===== src/rtl/result_stream_sched.sv =====
module result_stream_sched #(
  parameter int DW = 32
) (
  input  logic          clk,
  input  logic          rst_n,
  input  logic          cfg_we,
  input  logic [2:0]    cfg_data,
  input  logic          range_valid,
  input  logic [DW-1:0] range_data,
  input  logic          dopp_valid,
  input  logic [DW-1:0] dopp_data,
  input  logic          det_valid,
  input  logic [DW-1:0] det_data,
  input  logic          fifo_full,
  output logic          fifo_wr,
  output logic [DW-1:0] fifo_din,
  output logic [1:0]    fifo_kind
);
  localparam logic [1:0] S_IDLE = 2'd0;
  localparam logic [1:0] S_RNG  = 2'd1;
  localparam logic [1:0] S_DOP  = 2'd2;
  localparam logic [1:0] S_DET  = 2'd3;
  localparam logic [2:0] EN_RST = 3'b001;

  logic [1:0]    st;
  logic [2:0]    en_q, en_nx;
  logic          pend_d, pend_t;
  logic [DW-1:0] rng_q, dop_q, det_q;
  logic          need_wr, step;

  assign en_nx   = cfg_we ? cfg_data : en_q;
  assign need_wr = (st == S_RNG && en_q[0]) ||
                   (st == S_DOP && en_q[1] && pend_d) ||
                   (st == S_DET && en_q[2] && pend_t);
  assign fifo_wr = need_wr && !fifo_full;
  assign step    = !need_wr || !fifo_full;

  always_comb begin
    case (st)
      S_DOP:   begin fifo_din = dop_q; fifo_kind = 2'd1; end
      S_DET:   begin fifo_din = det_q; fifo_kind = 2'd2; end
      default: begin fifo_din = rng_q; fifo_kind = 2'd0; end
    endcase
  end

  always_ff @(posedge clk or negedge rst_n) begin
    if (!rst_n) begin
      en_q   <= EN_RST;
      pend_d <= 1'b0;
      pend_t <= 1'b0;
    end else begin
      en_q   <= en_nx;
      pend_d <= ((pend_d && !(fifo_wr && st == S_DOP)) || dopp_valid) && en_nx[1];
      pend_t <= ((pend_t && !(fifo_wr && st == S_DET)) || det_valid) && en_nx[2];
    end
  end

  always_ff @(posedge clk or negedge rst_n) begin
    if (!rst_n) begin
      dop_q <= '0;
      det_q <= '0;
    end else begin
      if (dopp_valid) dop_q <= dopp_data;
      if (det_valid)  det_q <= det_data;
    end
  end

  always_ff @(posedge clk or negedge rst_n) begin
    if (!rst_n) begin
      st    <= S_IDLE;
      rng_q <= '0;
    end else if (st == S_IDLE) begin
      if (range_valid) begin
        st    <= S_RNG;
        rng_q <= range_data;
      end
    end else if (step) begin
      st <= (st == S_DET) ? S_IDLE : st + 2'd1;
    end
  end
endmodule



===== config.mk =====
export PLATFORM = sky130hd
export DESIGN_NAME = result_stream_sched
export DESIGN_NICKNAME = d
export VERILOG_FILES = /design/src/rtl/result_stream_sched.sv
export SDC_FILE = /design/constraint.sdc
export NUM_CORES = 1
export LEC_CHECK = 0
export ABC_AREA = 1
export CORE_ASPECT_RATIO = 1.2
export CORE_MARGIN = 2
export CORE_UTILIZATION = 51
export CTS_CLUSTER_SIZE = 40
export DETAILED_ROUTE_END_ITERATION = 6
export GPL_ROUTABILITY_DRIVEN = 0
export PLACE_DENSITY = 0.94
export RECOVER_POWER = 50
export SYNTH_ARGS = -nofsm -noshare
export SYNTH_HDL_FRONTEND = slang
export SYNTH_SLANG_ARGS = --single-unit

===== constraint.sdc =====
create_clock -name clk -period 2.54 [get_ports clk]
set_input_delay 0.254 -clock clk [delete_from_list [all_inputs] [get_ports clk]]
set_output_delay 0.254 -clock clk [all_outputs]
set_load 0.05 [all_outputs]

==> metrics.sh, run 1 <==
OUTCOME='completed'
FIN_SKEW_NS=0.00679
CP.REQUIRED_NS=2.29
POWER.LEAKAGE_nW=3.22
DR_VIAS_CELL=5.34
YS.WARNINGS.COUNT=0
START_UTIL_PCT=51.6
ANTENNA-DIODE-COUNT=0
WL_MM=12.6
ANT_NETS=0
WORST_SETUP_PATH_START_KIND='flip-flop'
CRIT_PATH_MAX_FANOUT=11
DR_WL_MET3_UM=772
DIE_AREA_SQ_MM=0.00982
IO_BUFFERS=140
CORE_BOX_AREA_SQ_MM=0.00894
NETLIST-CELL-TYPE-COUNT=18
DESIGN_POWER_TOTAL_W=0.00885
SEQUENTIAL_STANDARD_CELL_AREA_SQ_MM=0.00258
PLACE.DETAILED.HPWL_MM=8.78
CLOCK_SINK_COUNT=103
R2R_SETUP_SLACK_NS=0.72
GRT_ANTENNA_BEFORE_REPAIR=0
DESIGN.FINAL.NETS=715
FINALMAXSLEWVIOLATIONS=0
DRT_FIRST_ITER_VIOLATIONS=214
GRT_USAGE_PCT=26.5
NUM_VIAS=3883
NUMBER_OF_GLOBAL_ROUTE_VIAS_BEFORE_REPAIR=4099
DIE_HEIGHT_UM=108
POWERDENSITY_mW_PER_MM2=1330
WL_PER_CELL_UM=17.3
MAXCAPVIOLATIONS=0
SYNTH_TOP_FAMILY_BY_AREA='simple AND/OR/NAND/NOR gates'
SYNTH_COMPOUND_GATE_AREA_SHARE_PCT=12.6
CTS.PATH.MAX_BUFFERS=2
MULTI_INPUT_AREA_SQ_MM=0.00172
YOSYS.AREA_SHARE.SIMPLE_PCT=12.8
YOSYSSEQAREASHARE_PCT=55.9
MOST_FREQUENT_STANDARD_CELL_IN_THE_LAYOUT_EXCLUDING_FILL_AND_TAP_CELLS='sky130_fd_sc_hd__nand2_1'
TOPROUTINGLAYERUSED='met4'
DIE_WIDTH_UM=90.8
NUMBER_OF_BUFFERS_CREATED_BY_CTS=9
FRACTION_OF_FINAL_LAYOUT_CELLS_SIZED_BEYOND_DRIVE_STRENGTH_1_PCT=16.5
MAX_SLEW.WORST_PIN.SLEW_NS=1.22
CLK_PIN_SLEW_NS=0.09
ROUTE.MET2.WL_MM=6.61
MOSTFREQUENTLAYOUTCELLS='sky130_fd_sc_hd__nand2_1, sky130_fd_sc_hd__clkdlybuf4s50_1, sky130_fd_sc_hd__dfrtp_1, sky130_fd_sc_hd__o21ai_0, sky130_fd_sc_hd__inv_1'
GRT_FIRST_PASS_WIRELENGTH_MM=20.1
TRITONCTS_CLOCK_TREE='done'
PIN_COUNT_OF_THE_BIGGEST_NET_ENTERING_GLOBAL_ROUTING=55
MUXSHAREOFSYNTHAREA_PCT=10.3
DETAILEDROUTE.FIRSTPASSITERATIONCOUNT=4
SYN_AREA_PER_CELL_SQ_UM=9.94
CLOCKROOTBUFFER='sky130_fd_sc_hd__clkbuf_8'
SYNTH_ADDER_AREA_SHARE_PCT=1.63
SYNTH.FF_LATCH_COUNT=103
NUMBER_OF_TOP_LEVEL_DESIGN_PORTS=141
SYNTHXORXNORAREAFRAC_PCT=0
REMAINING_DRC_ERRORS=0
NETLIST_INSTANCES=464
WORST_IR_DROP_ON_VDD_V=0.00124
FINALCRITICALPERIOD_NS=2.41
CRIT_ARRIVAL_NS=2.16
GRT_SETUP_UNREPAIRED='no'
FLOW.AREA_GROWTH_FROM_SYNTHESIS_PCT=44.1
SETUP_TNS_FINAL_NS=0
SETUP_CRIT_PATH_KIND='reg -> out'
CORE.ROWCOUNT=38
LAYOUT.FILLER_CELLS=592
CLK-INSERTION-DELAY-LATE_NS=0.36
HTREEDEPTH=3
SYNTHESIS.NETS=576
SETUP-VIOLATIONS-FINAL=0
M1WIRELENGTH_MM=4.82
HOLD_VIOL=0
TIMING.FMAX_MHz=414
HOLD_PATH_CLASS='in -> reg'
SYNTHESIS.AREA_SQ_MM=0.00461
FRACTION_OF_THE_CYCLE_THE_FINAL_WORST_PATH_NEEDS_PCT=95.1
SLEW_HEADROOM_PCT=18.9
CP_ENDPOINT_KIND='primary output'
OVERFLOW=0
-- layer usage --
layer | up-vias | global-route usage, %
met5 | - | 0
met4 | 0 | 12.9
met3 | 34 | 4.39
met2 | 178 | 47.5
met1 | 1892 | 31.2
li1 | 1779 | -
-- cell type report --
class	instances	area share [%]
inverters	44	2.54
clock inverters	3	0.640
repair inverters	1	0.113
clock buffers	12	2.33
well taps	120	2.26
multi-input cells	290	25.8
flip-flops and latches	103	38.8
repair buffers	154	27.5
-- where the power goes --
group	switching, W	internal, W
Clock	0.000529	0.000504
Sequential	0.000229	0.00202
Combinational	0.00299	0.00257
Total	0.00375	0.00509
-- critical path: stages (launching register included) --
cell	delay, ns
sky130_fd_sc_hd__dfrtp_1	0.44
sky130_fd_sc_hd__ha_1	0.41
sky130_fd_sc_hd__clkinvlp_4	0.16
sky130_fd_sc_hd__buf_4	0.20
sky130_fd_sc_hd__o21ai_0	0.39
sky130_fd_sc_hd__buf_12	0.20
-- stage by stage --
step	utilization (%)	instances	worst slack, ns	hold slack, ns	cell area (sq um)
after floorplan	-	464	0.288	-0.0416	4610
after global placement	71.7	705	0.393	0.302	6410
after detailed placement	71.7	705	0.285	0.315	6410
after CTS	74.6	727	0.112	0.377	6660
after global routing	74.3	727	0.0181	0.434	6650
final	74.3	727	0.126	0.432	6650
-- logic make-up after synthesis --
logic type | after synthesis
compound gates | 100
fa+ha+maj | 6
buf+inv | 71
flops | 103
mux | 33
simple gates | 151
-- synthesized netlist by cell type --
| cell type | n | area, sq um |
|---|---|---|
| sky130_fd_sc_hd__nand3_1 | 7 | 35.0 |
| sky130_fd_sc_hd__nand2_4 | 1 | 11.3 |
| sky130_fd_sc_hd__nor2_2 | 1 | 6.26 |
| sky130_fd_sc_hd__dfrtp_1 | 102 | 2550 |
| sky130_fd_sc_hd__buf_6 | 3 | 33.8 |
| sky130_fd_sc_hd__clkbuf_1 | 11 | 41.3 |
| sky130_fd_sc_hd__buf_4 | 4 | 30.0 |
| sky130_fd_sc_hd__inv_1 | 44 | 165 |
| sky130_fd_sc_hd__o21ai_0 | 66 | 330 |
| sky130_fd_sc_hd__buf_2 | 9 | 45.0 |
| sky130_fd_sc_hd__a22oi_1 | 32 | 240 |
| sky130_fd_sc_hd__mux2_2 | 6 | 67.6 |
| sky130_fd_sc_hd__mux2_4 | 27 | 405 |
| sky130_fd_sc_hd__or2_2 | 1 | 6.26 |
| sky130_fd_sc_hd__ha_1 | 6 | 75.1 |
| sky130_fd_sc_hd__dfstp_2 | 1 | 26.3 |
| sky130_fd_sc_hd__nand2_1 | 141 | 529 |
| sky130_fd_sc_hd__a21oi_1 | 2 | 10.0 |
-- registers in the layout, indices dropped and copies added (netlist names) --
| register | cells |
|---|---|
| det_q | 32 |
| dop_q | 32 |
| en_q | 3 |
| pend_d | 1 |
| pend_t | 1 |
| rng_q | 32 |
| st | 2 |
-- final timing paths --
kind / start / to / cells after the start
max: st[1]$_DFFE_PN0P_ / fifo_din[23] / 5
min: dopp_data[21] / dop_q[21]$_DFFE_PN0P_ / 3
max reg2reg: st[0]$_DFFE_PN0P_ / rng_q[23]$_DFFE_PN0P_ / 4
min reg2reg: dop_q[29]$_DFFE_PN0P_ / dop_q[29]$_DFFE_PN0P_ / 2
max in group asynchronous: rst_n / det_q[13]$_DFFE_PN0P_ / 3
min in group asynchronous: rst_n / rng_q[10]$_DFFE_PN0P_ / 2
-- what timing repair did --
| item | CTS | global route |
|---|---|---|
| setup endpoints to repair | 32 | 0 |
| hold buffers | 1 | 0 |
| endpoints found under the hold margin | 48 | 0 |
| buffers inserted | 5 | 0 |
| resized for setup | 3 | 0 |
(Power assumes the default switching activity.)
==> inputs of run 2 (changes only) <==
- SKIP_CTS_REPAIR_TIMING: unset -> 1
==> metrics.sh, run 2 (synthesis results as in run 1) <==
OUTCOME='completed'
IO_BUFFERS=140
CTS.PATH.MAX_BUFFERS=2
CP.REQUIRED_NS=2.29
CRIT_PATH_MAX_FANOUT=20
CORE.ROWCOUNT=38
CP_ENDPOINT_KIND='primary output'
TOTAL_BUFFERS_AND_INVERTERS_TRAVERSED_BY_THE_CRITICAL_PATH=2
GRT_FIRST_PASS_WIRELENGTH_MM=19.7
CLK-INSERTION-DELAY-LATE_NS=0.36
DIE_WIDTH_UM=90.8
FRACTION_OF_FINAL_LAYOUT_CELLS_SIZED_BEYOND_DRIVE_STRENGTH_1_PCT=16.1
POWERDENSITY_mW_PER_MM2=1330
HTREEDEPTH=3
LAYOUT_TOP_REGISTERS='det_q (32), dop_q (32), rng_q (32)'
NUM_VIAS=3845
FINALCRITICALPERIOD_NS=2.41
PRECTSSETUPSLACK_NS=0.285
WORST_IR_DROP_ON_VDD_V=0.00123
SETUP_TNS_FINAL_NS=0
FINALMAXSLEWVIOLATIONS=0
WHS_PATH_DEPTH=3
CRIT_FAMILY='flip-flops'
HOLD_PATH_CLASS='in -> reg'
NUMBER_OF_GLOBAL_ROUTE_VIAS_BEFORE_REPAIR=4050
TRITONCTS_CLOCK_TREE='done'
POWER.LEAKAGE_nW=3.21
OVERFLOW=0
PIN_COUNT_OF_THE_BIGGEST_NET_ENTERING_GLOBAL_ROUTING=55
LAYOUT.FILLER_CELLS=587
CRIT_ARRIVAL_NS=2.15
GRT_ANTENNA_BEFORE_REPAIR=0
ANTENNA-DIODE-COUNT=0
CRIT_PATH_CELL_TRACE='ha_1, nor2_2, buf_4, a22oi_1, o21ai_0, buf_12'
CLOCKROOTBUFFER='sky130_fd_sc_hd__clkbuf_8'
START_UTIL_PCT=51.6
HOLD_WS_NS=0.432
NUMBER_OF_TOP_LEVEL_DESIGN_PORTS=141
PLACE.DETAILED.HPWL_MM=8.78
REMAINING_DRC_ERRORS=0
R2R.WORST_PATH.CELLS=4
WORST_SETUP_PATH_START_KIND='flip-flop'
GRT_USAGE_PCT=25.8
GRT_SETUP_UNREPAIRED='no'
SLOWEST_DELAY_NS=0.44
MOSTFREQUENTLAYOUTCELLS='sky130_fd_sc_hd__nand2_1, sky130_fd_sc_hd__clkdlybuf4s50_1, sky130_fd_sc_hd__dfrtp_1, sky130_fd_sc_hd__o21ai_0, sky130_fd_sc_hd__inv_1'
CLK_PIN_SLEW_NS=0.09
FINAL_SETUP_SLACK_OF_THE_WORST_PATH_NS=0.133
FIN_SKEW_NS=0.00675
STDCELL_AREA_SQ_MM=0.00664
NUMBER_OF_BUFFERS_CREATED_BY_CTS=9
TIMING.FMAX_MHz=415
DR_VIAS_CELL=5.31
SETUP_CRIT_PATH_KIND='reg -> out'
FLOW.AREA_GROWTH_FROM_SYNTHESIS_PCT=43.9
DETAILEDROUTE.FIRSTPASSITERATIONCOUNT=5
DIE_HEIGHT_UM=108
CPMAXSTAGEDELAYCELL='sky130_fd_sc_hd__dfrtp_1'
WL_MM=12.6
MAXCAPVIOLATIONS=0
ANT_NETS=0
DRT_FIRST_ITER_VIOLATIONS=174
HOLD_VIOL=0
MOST_FREQUENT_STANDARD_CELL_IN_THE_LAYOUT_EXCLUDING_FILL_AND_TAP_CELLS='sky130_fd_sc_hd__nand2_1'
MAX_SLEW.WORST_PIN.SLEW_NS=1.24
WORSTSETUPPATHDEPTH=6
CORE_BOX_AREA_SQ_MM=0.00894
CLOCK_SINK_COUNT=103
DIE_AREA_SQ_MM=0.00982
DPL-INSTANCE-AREA_SQ_MM=0.00641
SLEW_HEADROOM_PCT=17.4
WL_PER_CELL_UM=17.4
FRACTION_OF_THE_CYCLE_THE_FINAL_WORST_PATH_NEEDS_PCT=94.8
DESIGN.FINAL.NETS=712
SETUP-VIOLATIONS-FINAL=0
[run 2: cell type report]
| type | count | area, sq um | area share [%] |
|---|---|---|---|
| tap | 120 | 150 | 2.26 |
| clock inverter | 3 | 42.5 | 0.641 |
| timing repair buffer | 151 | 1820 | 27.4 |
| multi-input combinational | 290 | 1720 | 25.9 |
| inverter | 44 | 169 | 2.55 |
| timing repair inverter | 1 | 7.51 | 0.113 |
| clock buffer | 12 | 155 | 2.34 |
| sequential | 103 | 2580 | 38.9 |
[run 2: where the power goes]
| part | internal, W | leakage (nW) | switching, W |
|---|---|---|---|
| combinational | 0.00256 | 1.88 | 0.00299 |
| clock | 0.000504 | 0.0985 | 0.000530 |
| sequential | 0.00202 | 1.24 | 0.000228 |
| total | 0.00509 | 3.21 | 0.00375 |
[run 2: metrics by stage]
| step | utilization (%) | std cells | total power, W |
|---|---|---|---|
| after floorplan | - | 464 | 0.00521 |
| after CTS | 73.9 | 720 | 0.00878 |
| after global routing | 74.2 | 724 | 0.00919 |
| after global placement | 71.7 | 705 | 0.00759 |
| after detailed placement | 71.7 | 705 | 0.00774 |
| final | 74.2 | 724 | 0.00884 |
[run 2: final timing paths]
kind | startpoint | end | slack, ns
worst max register to register | st[0]$_DFFE_PN0P_ | rng_q[23]$_DFFE_PN0P_ | 0.72
worst max-delay path | st[1]$_DFFE_PN0P_ | fifo_din[11] | 0.13
min in group asynchronous | rst_n | rng_q[10]$_DFFE_PN0P_ | 0.69
worst min-delay path | dopp_data[29] | dop_q[29]$_DFFE_PN0P_ | 0.43
max in group asynchronous | rst_n | det_q[13]$_DFFE_PN0P_ | 0.41
worst min register to register | dop_q[29]$_DFFE_PN0P_ | dop_q[29]$_DFFE_PN0P_ | 0.48
[run 2: routing by layer]
metal,vias to the layer above,track usage (%),routed length [um]
met5,-,0,0
met4,0,12.0,405
met3,36,4.04,707
met2,171,46.9,6650
met1,1866,30.1,4860
li1,1772,-,-
[run 2: worst min-delay path, stage by stage]
cell and delay [ns]:
sky130_fd_sc_hd__clkdlybuf4s50_1 0.40, sky130_fd_sc_hd__nand2_1 0.06, sky130_fd_sc_hd__nand2_1 0.04
==> inputs of run 3 (changes only) <==
- CORE_ASPECT_RATIO: 1.2 -> unset
- CORE_UTILIZATION: 51 -> 42
- PLACE_DENSITY: 0.94 -> 0.84
- clock period: 2.54 -> 2.1 ns (I/O delays scaled with it)
==> metrics.sh, run 3 (synthesis results as in run 1) <==
DRT_FIRST_ITER_VIOLATIONS=193
HOLD_VIOL=0
CRIT_ARRIVAL_NS=1.86
WL_MM=12.2
CP_ENDPOINT_KIND='primary output'
DESIGN.FINAL.NETS=715
GRT_FIRST_PASS_WIRELENGTH_MM=19.1
MET3_USAGE_PCT=4.54
TIMING.FMAX_MHz=484
MAXCAPVIOLATIONS=0
WORST_IR_DROP_ON_VDD_V=0.00114
FINALCRITICALPERIOD_NS=2.07
TRITONCTS_CLOCK_TREE='done'
NUM_VIAS=3803
CLK_PIN_SLEW_NS=0.09
SEQUENTIAL_STANDARD_CELL_AREA_SQ_MM=0.00258
CP.REQUIRED_NS=1.89
HTREEDEPTH=3
POSTLAYOUTCOREUTIL_PCT=63.6
HOLD_PATH_CLASS='in -> reg'
GRT_ANTENNA_BEFORE_REPAIR=0
MET2_USAGE_PCT=36.8
CLK-INSERTION-DELAY-LATE_NS=0.36
FLOW.AREA_GROWTH_FROM_SYNTHESIS_PCT=48.9
NUMBER_OF_BUFFERS_CREATED_BY_CTS=9
USE_MET1_PCT=25.5
GRT_USAGE_PCT=20.9
ANT_NETS=0
FINAL_SETUP_SLACK_OF_THE_WORST_PATH_NS=0.0333
LAYOUT_TOP_REGISTERS='det_q (32), dop_q (32), rng_q (32)'
DIE_WIDTH_UM=109
POWER.LEAKAGE_nW=3.29
CRIT_PATH_MAX_FANOUT=16
CORE.ROWCOUNT=38
GRT_SETUP_UNREPAIRED='yes'
FINALMAXSLEWVIOLATIONS=0
FRACTION_OF_FINAL_LAYOUT_CELLS_SIZED_BEYOND_DRIVE_STRENGTH_1_PCT=22.1
SETUP_CRIT_PATH_KIND='reg -> out'
OVERFLOW=0
WL_PER_CELL_UM=16.3
START_UTIL_PCT=42.7
DETAILEDROUTE.FIRSTPASSITERATIONCOUNT=5
FINAL_CELLS=747
FIN_SKEW_NS=0.0137
ANTENNA-DIODE-COUNT=0
PRECTSSETUPSLACK_NS=0.165
MAX_SLEW.WORST_PIN.SLEW_NS=1.12
DIE_HEIGHT_UM=109
MOSTFREQUENTLAYOUTCELLS='sky130_fd_sc_hd__nand2_1, sky130_fd_sc_hd__clkdlybuf4s50_1, sky130_fd_sc_hd__dfrtp_1, sky130_fd_sc_hd__inv_1, sky130_fd_sc_hd__buf_12'
NUMBER_OF_GLOBAL_ROUTE_VIAS_BEFORE_REPAIR=4062
LAYOUT.FILLER_CELLS=842
POWERDENSITY_mW_PER_MM2=1620
GRT.BUSIEST_LAYER='met2'
CORE_BOX_AREA_SQ_MM=0.0108
IO_BUFFERS=140
CLOCKROOTBUFFER='sky130_fd_sc_hd__clkbuf_8'
NUMBER_OF_TOP_LEVEL_DESIGN_PORTS=141
MULTI_INPUT_AREA_SQ_MM=0.00186
SETUP-VIOLATIONS-FINAL=0
DR_VIAS_CELL=5.09
DIE_AREA_SQ_MM=0.0118
OUTCOME='completed'
DPL-INSTANCE-AREA_SQ_MM=0.00649
WORST_SETUP_PATH_START_KIND='flip-flop'
MOST_FREQUENT_STANDARD_CELL_IN_THE_LAYOUT_EXCLUDING_FILL_AND_TAP_CELLS='sky130_fd_sc_hd__nand2_1'
PLACE.DETAILED.HPWL_MM=8.51
CTS.PATH.MAX_BUFFERS=2
REMAINING_DRC_ERRORS=0
PLACEDCELLCOUNT=729
FRACTION_OF_THE_CYCLE_THE_FINAL_WORST_PATH_NEEDS_PCT=98.4
PIN_COUNT_OF_THE_BIGGEST_NET_ENTERING_GLOBAL_ROUTING=54
SETUP_TNS_FINAL_NS=0
CLOCK_SINK_COUNT=103
SLEW_HEADROOM_PCT=25.4
STDCELL_AREA_SQ_MM=0.00687
## run 3: cell types whose count changed in the layout (fill, tap and decap cells not counted), moves of 3 or more
cell	delta
sky130_fd_sc_hd__o21ai_0	-30
sky130_fd_sc_hd__buf_4	-3
sky130_fd_sc_hd__o21ai_2	+27
sky130_fd_sc_hd__a22oi_2	+3
sky130_fd_sc_hd__o21ai_1	+3
sky130_fd_sc_hd__a22oi_1	-3
## run 3: final cells by class
type                            instances  area share, %
Sequential cell                       103           37.6
Timing Repair Buffer                  155           27.6
Multi-Input combinational cell        290           27.1
Tap cell                              140           2.55
Inverter                               44           2.46
Clock buffer                           10           1.86
Clock inverter                          5          0.856
## run 3: metrics by stage
step           hold slack, ns  power, W
2_1_floorplan         -0.0856   0.00630
3_3_place_gp            0.174   0.00931
3_5_place_dp            0.181   0.00944
4_1_cts                -0.214    0.0107
5_1_grt                 0.388    0.0116
6_report                0.378    0.0112
## run 3: routing by layer
layer	vias to the layer above	share of wire, %
li1	1789	-
met1	1855	41
met2	145	52
met3	14	6.0
met4	0	1.2
met5	-	0
## run 3: path summary, 6_finish.rpt
kind	depth (start not counted)	from	slack, ns	end
worst max-delay path	7	st[0]$_DFFE_PN0P_	0.03	fifo_din[9]
worst min-delay path	3	det_valid	0.38	pend_t$_DFF_PN0_
worst max register to register	5	st[1]$_DFFE_PN0P_	0.40	rng_q[1]$_DFFE_PN0P_
worst min register to register	2	dop_q[20]$_DFFE_PN0P_	0.48	dop_q[20]$_DFFE_PN0P_
max in group asynchronous	3	rst_n	0.31	det_q[9]$_DFFE_PN0P_
min in group asynchronous	2	rst_n	0.50	rng_q[7]$_DFFE_PN0P_
## run 3: critical path: stages, from the launching register on
cell,delay [ns]
sky130_fd_sc_hd__dfrtp_2,0.47
sky130_fd_sc_hd__inv_2,0.12
sky130_fd_sc_hd__ha_4,0.17
sky130_fd_sc_hd__nor2_4,0.05
sky130_fd_sc_hd__buf_12,0.15
sky130_fd_sc_hd__a22oi_1,0.24
sky130_fd_sc_hd__o21ai_2,0.14
sky130_fd_sc_hd__buf_12,0.17
## run 3: power breakdown
part / internal [W] / switching, W
combinational: 0.00340 / 0.00382
clock: 0.000548 / 0.000651
sequential: 0.00245 / 0.000289
